--- config.mk ---
export PLATFORM = sky130hd
export DESIGN_NAME = dma_regif_top
export DESIGN_NICKNAME = d
export VERILOG_FILES = /design/src/rtl/dma_regif_pkg.sv /design/src/rtl/dma_cmd_decode.sv /design/src/rtl/dma_byte_ptr.sv /design/src/rtl/dma_chan_regs.sv /design/src/rtl/dma_regif_top.sv
export SDC_FILE = /design/constraint.sdc
export NUM_CORES = 1
export LEC_CHECK = 0
export ABC_CLOCK_PERIOD_IN_PS = 4300
export BUFFER_PORTS_ARGS = -buffer_cell sky130_fd_sc_hd__buf_2
export CAP_MARGIN = 20
export CORE_ASPECT_RATIO = 0.5
export CORE_MARGIN = 2
export CORE_UTILIZATION = 60
export CTS_CLUSTER_SIZE = 28
export DETAILED_ROUTE_END_ITERATION = 10
export PLACE_DENSITY = 0.86
export SYNTH_ARGS = -nofsm -noshare
export SYNTH_HDL_FRONTEND = slang
export SYNTH_HIERARCHICAL = 1
export SYNTH_SLANG_ARGS = --single-unit
--- constraint.sdc ---
create_clock -name clk -period 4.3 [get_ports clk]
set_input_delay 0.645 -clock clk [delete_from_list [all_inputs] [get_ports clk]]
set_output_delay 0.645 -clock clk [all_outputs]
set_load 0.01 [all_outputs]
--- src/rtl/dma_regif_pkg.sv ---
// Package: shared offsets and sizes for the DMA register front end.
// Assumes each channel occupies eight consecutive byte addresses.
package dma_regif_pkg;
    localparam int BYTE_W    = 8;
    localparam int CH_SLOTS  = 8;
    localparam int FIELD_PAD = 32;

    typedef enum logic [2:0] {
        OFF_REQ_LO = 3'd0,
        OFF_REQ_B2 = 3'd1,
        OFF_REQ_B3 = 3'd2,
        OFF_TGT_LO = 3'd3,
        OFF_TGT_B2 = 3'd4,
        OFF_TGT_B3 = 3'd5,
        OFF_CNT_LO = 3'd6,
        OFF_CNT_B2 = 3'd7
    } reg_off_e;

    // Command slots that follow the channel block
    localparam int CMD_CLR_PTR  = 0;
    localparam int CMD_CLR_ALL  = 1;
    localparam int CMD_CLR_MASK = 2;
    localparam int CMD_CLR_TC   = 3;
    localparam int CMD_MASK_REG = 4;
endpackage

--- src/rtl/dma_cmd_decode.sv ---
// Address decoder: turns a bus address into a channel select and an offset,
// and turns writes to command slots into one-cycle strobes.
// Assumes at most one access per cycle and an address space of exactly IO_AW bits.
module dma_cmd_decode
    import dma_regif_pkg::*;
#(
    parameter int NUM_CH = 4,
    parameter int IO_AW  = 6
) (
    input  logic [IO_AW-1:0]  io_addr,
    input  logic              io_wr,
    output logic [NUM_CH-1:0] chan_sel,
    output reg_off_e          off,
    output logic              shared_hit,
    output logic              mask_hit,
    output logic              clr_ptr,
    output logic              clr_all,
    output logic              clr_mask,
    output logic              clr_tc,
    output logic              mask_we
);
    localparam int CMD_BASE = NUM_CH * CH_SLOTS;

    logic in_chan;

    // Channel select and offset split
    always_comb begin
        in_chan = (32'(io_addr) < CMD_BASE);
        off     = reg_off_e'(io_addr[2:0]);
        for (int c = 0; c < NUM_CH; c++) begin
            chan_sel[c] = in_chan && (32'(io_addr[IO_AW-1:3]) == c);
        end
        shared_hit = in_chan && (off == OFF_REQ_LO || off == OFF_TGT_LO || off == OFF_CNT_LO);
    end

    // Command strobes, active only on writes
    always_comb begin
        mask_hit = (32'(io_addr) == CMD_BASE + CMD_MASK_REG);
        clr_ptr  = io_wr && (32'(io_addr) == CMD_BASE + CMD_CLR_PTR);
        clr_all  = io_wr && (32'(io_addr) == CMD_BASE + CMD_CLR_ALL);
        clr_mask = io_wr && (32'(io_addr) == CMD_BASE + CMD_CLR_MASK);
        clr_tc   = io_wr && (32'(io_addr) == CMD_BASE + CMD_CLR_TC);
        mask_we  = io_wr && mask_hit;
    end
endmodule

--- src/rtl/dma_byte_ptr.sv ---
// Byte-select flip-flop shared by every channel's split registers.
// Assumes a clear and a shared access never fall in the same cycle.
module dma_byte_ptr (
    input  logic clk,
    input  logic rst_n,
    input  logic clr_all,
    input  logic clr_ptr,
    input  logic access,
    output logic ptr
);
    // Clear to low byte, otherwise flip on each shared access
    always_ff @(posedge clk) begin
        if (!rst_n || clr_all || clr_ptr) ptr <= 1'b0;
        else if (access)                  ptr <= ~ptr;
    end

    p_ptr_flip_r2: assert property (@(posedge clk) disable iff (!rst_n)
        (access && !clr_all && !clr_ptr) |=> (ptr != $past(ptr)));
    p_ptr_clear_r5: assert property (@(posedge clk) disable iff (!rst_n)
        clr_ptr |=> !ptr);
endmodule

--- src/rtl/dma_chan_regs.sv ---
// One channel's requester address, target address and byte count,
// written and read one byte at a time.
// Assumes ADDR_W is 25..32 and CNT_W is 17..24.
module dma_chan_regs
    import dma_regif_pkg::*;
#(
    parameter int ADDR_W = 26,
    parameter int CNT_W  = 24
) (
    input  logic              clk,
    input  logic              rst_n,
    input  logic              clr_all,
    input  logic              we,
    input  reg_off_e          off,
    input  logic              ptr,
    input  logic [BYTE_W-1:0] wdata,
    output logic [ADDR_W-1:0] req_q,
    output logic [ADDR_W-1:0] tgt_q,
    output logic [CNT_W-1:0]  cnt_q,
    output logic [BYTE_W-1:0] rbyte
);
    logic [1:0]           bidx;
    logic [FIELD_PAD-1:0] rfield;
    logic [FIELD_PAD-1:0] wfield;

    // Byte lane chosen by the offset, or by the pointer on shared offsets
    always_comb begin
        unique case (off)
            OFF_REQ_LO, OFF_TGT_LO, OFF_CNT_LO: bidx = {1'b0, ptr};
            OFF_REQ_B2, OFF_TGT_B2, OFF_CNT_B2: bidx = 2'd2;
            default:                            bidx = 2'd3;
        endcase
    end

    // Padded view of the addressed field and its byte-merged update
    always_comb begin
        unique case (off)
            OFF_REQ_LO, OFF_REQ_B2, OFF_REQ_B3:
                rfield = {{(FIELD_PAD-ADDR_W){1'b0}}, req_q};
            OFF_TGT_LO, OFF_TGT_B2, OFF_TGT_B3:
                rfield = {{(FIELD_PAD-ADDR_W){1'b0}}, tgt_q};
            default:
                rfield = {{(FIELD_PAD-CNT_W){1'b0}}, cnt_q};
        endcase
        rbyte  = rfield[bidx*BYTE_W +: BYTE_W];
        wfield = rfield;
        wfield[bidx*BYTE_W +: BYTE_W] = wdata;
    end

    // Store the merged value into the addressed field
    always_ff @(posedge clk) begin
        if (!rst_n || clr_all) begin
            req_q <= '0;
            tgt_q <= '0;
            cnt_q <= '0;
        end else if (we) begin
            unique case (off)
                OFF_REQ_LO, OFF_REQ_B2, OFF_REQ_B3: req_q <= wfield[ADDR_W-1:0];
                OFF_TGT_LO, OFF_TGT_B2, OFF_TGT_B3: tgt_q <= wfield[ADDR_W-1:0];
                default:                            cnt_q <= wfield[CNT_W-1:0];
            endcase
        end
    end

    p_b3_keeps_low_r3: assert property (@(posedge clk) disable iff (!rst_n)
        (we && !clr_all && off == OFF_REQ_B3) |=> (req_q[23:0] == $past(req_q[23:0])));
    p_b2_keeps_rest_r3: assert property (@(posedge clk) disable iff (!rst_n)
        (we && !clr_all && off == OFF_TGT_B2) |=> (tgt_q[15:0] == $past(tgt_q[15:0])));
    p_other_fields_r11: assert property (@(posedge clk) disable iff (!rst_n)
        (!we && !clr_all) |=> $stable(cnt_q) && $stable(req_q));
endmodule

--- src/rtl/dma_regif_top.sv ---
// Top of the DMA programming front end: address decode, shared byte
// pointer, per-channel value registers, mask vector and completion interrupt.
// Assumes one bus access per cycle and NUM_CH no larger than 8.
module dma_regif_top
    import dma_regif_pkg::*;
#(
    parameter int NUM_CH = 4,
    parameter int ADDR_W = 26,
    parameter int CNT_W  = 24,
    parameter int IO_AW  = $clog2(NUM_CH * CH_SLOTS + CH_SLOTS)
) (
    input  logic                     clk,
    input  logic                     rst_n,
    input  logic [IO_AW-1:0]         io_addr,
    input  logic                     io_wr,
    input  logic                     io_rd,
    input  logic [BYTE_W-1:0]        io_wdata,
    output logic [BYTE_W-1:0]        io_rdata,
    input  logic                     tc_pulse_i,
    output logic [NUM_CH*ADDR_W-1:0] req_addr_o,
    output logic [NUM_CH*ADDR_W-1:0] tgt_addr_o,
    output logic [NUM_CH*CNT_W-1:0]  byte_cnt_o,
    output logic [NUM_CH-1:0]        ch_mask_o,
    output logic                     tc_irq_o
);
    logic [NUM_CH-1:0] chan_sel;
    reg_off_e          off;
    logic              shared_hit, mask_hit;
    logic              clr_ptr, clr_all, clr_mask, clr_tc, mask_we;
    logic              ptr;
    logic [BYTE_W-1:0] ch_rbyte [NUM_CH];

    dma_cmd_decode #(.NUM_CH(NUM_CH), .IO_AW(IO_AW)) u_dec (
        .io_addr(io_addr), .io_wr(io_wr), .chan_sel(chan_sel), .off(off),
        .shared_hit(shared_hit), .mask_hit(mask_hit), .clr_ptr(clr_ptr),
        .clr_all(clr_all), .clr_mask(clr_mask), .clr_tc(clr_tc), .mask_we(mask_we)
    );

    dma_byte_ptr u_ptr (
        .clk(clk), .rst_n(rst_n), .clr_all(clr_all), .clr_ptr(clr_ptr),
        .access(shared_hit && (io_wr || io_rd)), .ptr(ptr)
    );

    for (genvar c = 0; c < NUM_CH; c++) begin : g_ch
        dma_chan_regs #(.ADDR_W(ADDR_W), .CNT_W(CNT_W)) u_regs (
            .clk(clk), .rst_n(rst_n), .clr_all(clr_all),
            .we(io_wr && chan_sel[c]), .off(off), .ptr(ptr), .wdata(io_wdata),
            .req_q(req_addr_o[c*ADDR_W +: ADDR_W]),
            .tgt_q(tgt_addr_o[c*ADDR_W +: ADDR_W]),
            .cnt_q(byte_cnt_o[c*CNT_W +: CNT_W]),
            .rbyte(ch_rbyte[c])
        );
    end

    // Mask vector: defaults to all disabled, loaded or cleared by command
    always_ff @(posedge clk) begin
        if (!rst_n || clr_all) ch_mask_o <= '1;
        else if (clr_mask)     ch_mask_o <= '0;
        else if (mask_we)      ch_mask_o <= io_wdata[NUM_CH-1:0];
    end

    // Completion interrupt: set by the datapath pulse, cleared by command
    always_ff @(posedge clk) begin
        if (!rst_n || clr_all) tc_irq_o <= 1'b0;
        else if (tc_pulse_i)   tc_irq_o <= 1'b1;
        else if (clr_tc)       tc_irq_o <= 1'b0;
    end

    // Read data multiplexer
    always_comb begin
        io_rdata = '0;
        for (int c = 0; c < NUM_CH; c++) begin
            if (chan_sel[c]) io_rdata = ch_rbyte[c];
        end
        if (mask_hit) io_rdata = {{(BYTE_W-NUM_CH){1'b0}}, ch_mask_o};
    end

    p_defaults_r6: assert property (@(posedge clk) disable iff (!rst_n)
        clr_all |=> (ch_mask_o == '1 && !tc_irq_o && req_addr_o == '0 && byte_cnt_o == '0));
    p_mask_clear_r8: assert property (@(posedge clk) disable iff (!rst_n)
        clr_mask |=> (ch_mask_o == '0));
    p_irq_hold_r9: assert property (@(posedge clk) disable iff (!rst_n)
        (tc_irq_o && !clr_tc && !clr_all) |=> tc_irq_o);
    p_irq_clear_r10: assert property (@(posedge clk) disable iff (!rst_n)
        (clr_tc && !tc_pulse_i) |=> !tc_irq_o);
    p_sel_onehot_r11: assert property (@(posedge clk) disable iff (!rst_n)
        $onehot0(chan_sel));
endmodule

==> flow_metrics.py <==
metrics = {
    "detailed_routing": {
        "firstDrtPassIters": 6,
        "drt_wl_total_um": 56900,
        "vias": 17559,
        "wl_per_cell_um": 22.0,
        "drc": 0,
        "antenna_left": 0,
        "dr.first_iter.drc_count": 2432,
        "viasPerCell": 6.78,
    },
    "grt": {
        "track_usage_pct": 37.8,
        "overflow": 0,
        "grt_pass1_wl_um": 85600,
        "antenna_found_initial": 2,
        "grt_pass1_vias": 15056,
        "grt_max_degree": 77,
    },
    "hold_path": {
        "whs_path_depth": 2,
        "hp-start": "tc_pulse_i",
        "hp-class": "input pin to register",
        "whs_endpoint": "tc_irq_o",
    },
    "setup_path": {
        "arrival_ns": 3.46,
        "ff2ff_setup_slack_ns": 0.64,
        "required_ns": 3.65,
        "rr_endpoint": "g_ch[2].u_regs/cnt_q[23]",
        "crit_start": "io_addr[2]",
        "r2r_cells": 10,
        "start_kind": "input pin",
        "end_kind": "output port",
        "reg2reg_from": "u_ptr/ptr",
        "cp_max_fo": 50,
        "path_class": "input pin to output port",
    },
    "placed_design": {
        "port_buffers": 335,
        "gp_congestion": 1.04,
        "placed_cells": 2537,
        "post-dp-hpwl_um": 38400,
    },
    "synth": {
        "yosys-top-cells-count": "a21oi_1 (393), o21ai_0 (345), dfxtp_1 (310), clkbuf_1 (97), nand2_1 (79)",
        "syn_area_per_cell_um2": 8.07,
        "syn_area_mm2": 0.0161,
        "ys_types": 69,
        "synth_top_area_share_pct": 38.6,
        "yosysMostFrequentCell": "a21oi_1",
        "synth_edf_count": 0,
        "synthFlopType": "dfxtp_1",
        "synth-seq-area-share_pct": 38.6,
        "synth_nets": 2034,
        "ys_warn_count": 6,
        "synthTopCellsByArea": "dfxtp_1 (39%), a21oi_1 (12%), o21ai_0 (11%)",
        "synth_cells": 1995,
        "synth_top_cell_by_area": "dfxtp_1",
        "async_flop_share_pct": 0,
        "ys_seq_elements": 310,
    },
    "outcome": {
        "outcome": "completed",
    },
    "sta": {
        "tightest_slew_ns": 0.975,
        "finalHoldViolations": 0,
        "fmax_mhz": 244,
        "setup_viol": 0,
        "tns_ns": 0,
        "finClkSkew_ns": 0.0121,
        "rsz0062_at_grt": "false",
        "max_slew_margin_pct": 35.0,
        "fin_crit_ns": 4.10,
        "finalCritPeriodShare_pct": 95.5,
        "drv_slew": 0,
    },
    "pwr": {
        "p_int_w": 0.00467,
        "seqPwrFrac_pct": 44.7,
        "swShare_pct": 29.8,
        "combinationalPowerShare_pct": 17.0,
        "ir_worst_vdd_uv": 272,
        "clockPowerShare_pct": 38.3,
        "p_leak_nw": 8.13,
        "p_switching_w": 0.00198,
        "pwr_density_cell_mw_per_mm2": 357,
    },
    "cts": {
        "htreeDepth": 1,
        "post_cts_buffers": 0,
        "cts_buffer_depth": 3,
        "clk_pin_slew_ns": 0.07,
        "clkLatencyLatePin_ns": 0.56,
        "cts.sinks": 310,
        "cts_tree": "yes",
        "cts_resized": 0,
        "cts_root_buffer": "clkbuf_16",
        "cts_made_buffers": 27,
        "postCtsHoldBufs": 0,
    },
    "floorplan": {
        "io_pins": 336,
        "die_area_mm2": 0.0282,
        "coreArea_mm2": 0.0264,
        "initial_utilization_pct": 61.0,
        "row_count": 42,
        "dieHeight_um": 120,
        "die_w_um": 236,
    },
    "flow_run": {
        "max-cap-violations": 0,
    },
    "cells_and_area": {
        "nNetsFinal": 2254,
        "area_growth_pct": 15.6,
        "fillers": 2205,
        "instances_no_fill": 2589,
        "layout-drive-gt1-share_pct": 22.7,
    },
}
-- cells in the final DEF (no fill, tap or decap), types with 15 or more instances in the layout --
| master | Yosys | routed |
|---|---|---|
| a21oi_1 | 393 | 393 |
| o21ai_0 | 345 | 345 |
| buf_2 | 51 | 333 |
| dfxtp_1 | 310 | 309 |
| nand2_1 | 79 | 79 |
| nor2_1 | 59 | 59 |
| a31oi_1 | 59 | 59 |
| mux2i_1 | 53 | 53 |
| nor3_1 | 51 | 51 |
| buf_4 | 12 | 50 |
| o22ai_1 | 44 | 44 |
| and3_1 | 44 | 44 |
| a211oi_1 | 43 | 43 |
| clkbuf_16 | 0 | 27 |
| a32oi_1 | 22 | 22 |
| ha_1 | 20 | 20 |
| nand3_1 | 19 | 19 |
| mux2_2 | 19 | 19 |
| nand4_1 | 18 | 18 |
| inv_1 | 15 | 15 |
-- sequential cells by signal, indices dropped and copies added (netlist names) --
register	flops
tc_irq_o	1
u_ptr/ptr	1
g_ch.u_regs/req_q	104
g_ch.u_regs/tgt_q	104
g_ch.u_regs/cnt_q	96
ch_mask_o	4
-- per-stage QoR --
| stage | util (%) | setup slack [ns] | hold slack, ns | total power (W) | cell area, um^2 |
|---|---|---|---|---|---|
| 3_3_place_gp | 67.0 | 0.387 | 0.456 | 0.00409 | 17700 |
| 2_1_floorplan | - | 1.29 | 0.488 | 0.00378 | 16100 |
| 6_report | 70.5 | 0.195 | 0.337 | 0.00665 | 18600 |
| 5_1_grt | 70.5 | 0.107 | 0.343 | 0.00684 | 18600 |
| 3_5_place_dp | 67.0 | 0.374 | 0.470 | 0.00410 | 17700 |
| 4_1_cts | 70.4 | 0.361 | 0.325 | 0.00660 | 18600 |
-- kinds of logic after synthesis --
group                      after synthesis  share of synthesized area [%]
AOI/OAI and AO/OA                     1014                           36.1
xor gates and xnor gates                 5                          0.272
adders and majority gates               20                           1.56
buffers and inverters                  219                           6.80
DFF                                    310                           38.6
muxes                                   75                           4.84
and+or+nand+nor                        352                           11.9
-- area by class of cell --
class / instances / area, um^2 / share of cell area [%]
clock buffer: 35 / 736 / 3.96
tap: 352 / 440 / 2.37
antenna: 2 / 5.00 / 0.0269
clock inverter: 14 / 165 / 0.888
sequential: 310 / 6210 / 33.4
inverter: 24 / 90.1 / 0.484
timing repair buffer: 386 / 2090 / 11.3
multi-input combinational: 1466 / 8860 / 47.6
-- how the worst max path moves through the flow --
| stage | to | slack, ns | cells after the start |
|---|---|---|---|
| 2_1_floorplan | g_ch[0].u_regs/cnt_q[16] | 1.29 | 12 |
| 5_1_grt | io_rdata[1] | 0.11 | 11 |
| 4_1_cts | io_rdata[1] | 0.36 | 11 |
| 3_5_place_dp | g_ch[2].u_regs/cnt_q[21] | 0.37 | 11 |
| 3_3_place_gp | g_ch[2].u_regs/cnt_q[22] | 0.39 | 11 |
| 6_report | io_rdata[6] | 0.20 | 10 |
-- power by group through the flow --
stage | logic, W | clock network [W] | registers [W]
finish | 0.00113 | 0.00255 | 0.00297
global route | 0.00120 | 0.00267 | 0.00297
global placement | 0.00106 | 0 | 0.00303
floorplan | 0.000750 | 0 | 0.00303
CTS | 0.00108 | 0.00255 | 0.00297
detailed placement | 0.00107 | 0 | 0.00303
-- critical path: stages --
cell and delay, ns:
buf_4 0.48, buf_4 0.39, a21o_1 0.38, o22ai_1 0.18
o21ai_0 0.22, o21ai_0 0.11, o21ai_0 0.30, o21ai_0 0.19
o21ai_0 0.33, buf_2 0.20
-- metal layers --
layer / global-route usage [%] / up-vias / routed length (um)
li1: - / 7914 / -
met1: 52.5 / 8239 / 23000
met2: 57.4 / 1205 / 24400
met3: 9.43 / 201 / 7200
met4: 13.4 / 0 / 2370
met5: 0 / - / 0
Power figures use the tool's default switching activity.
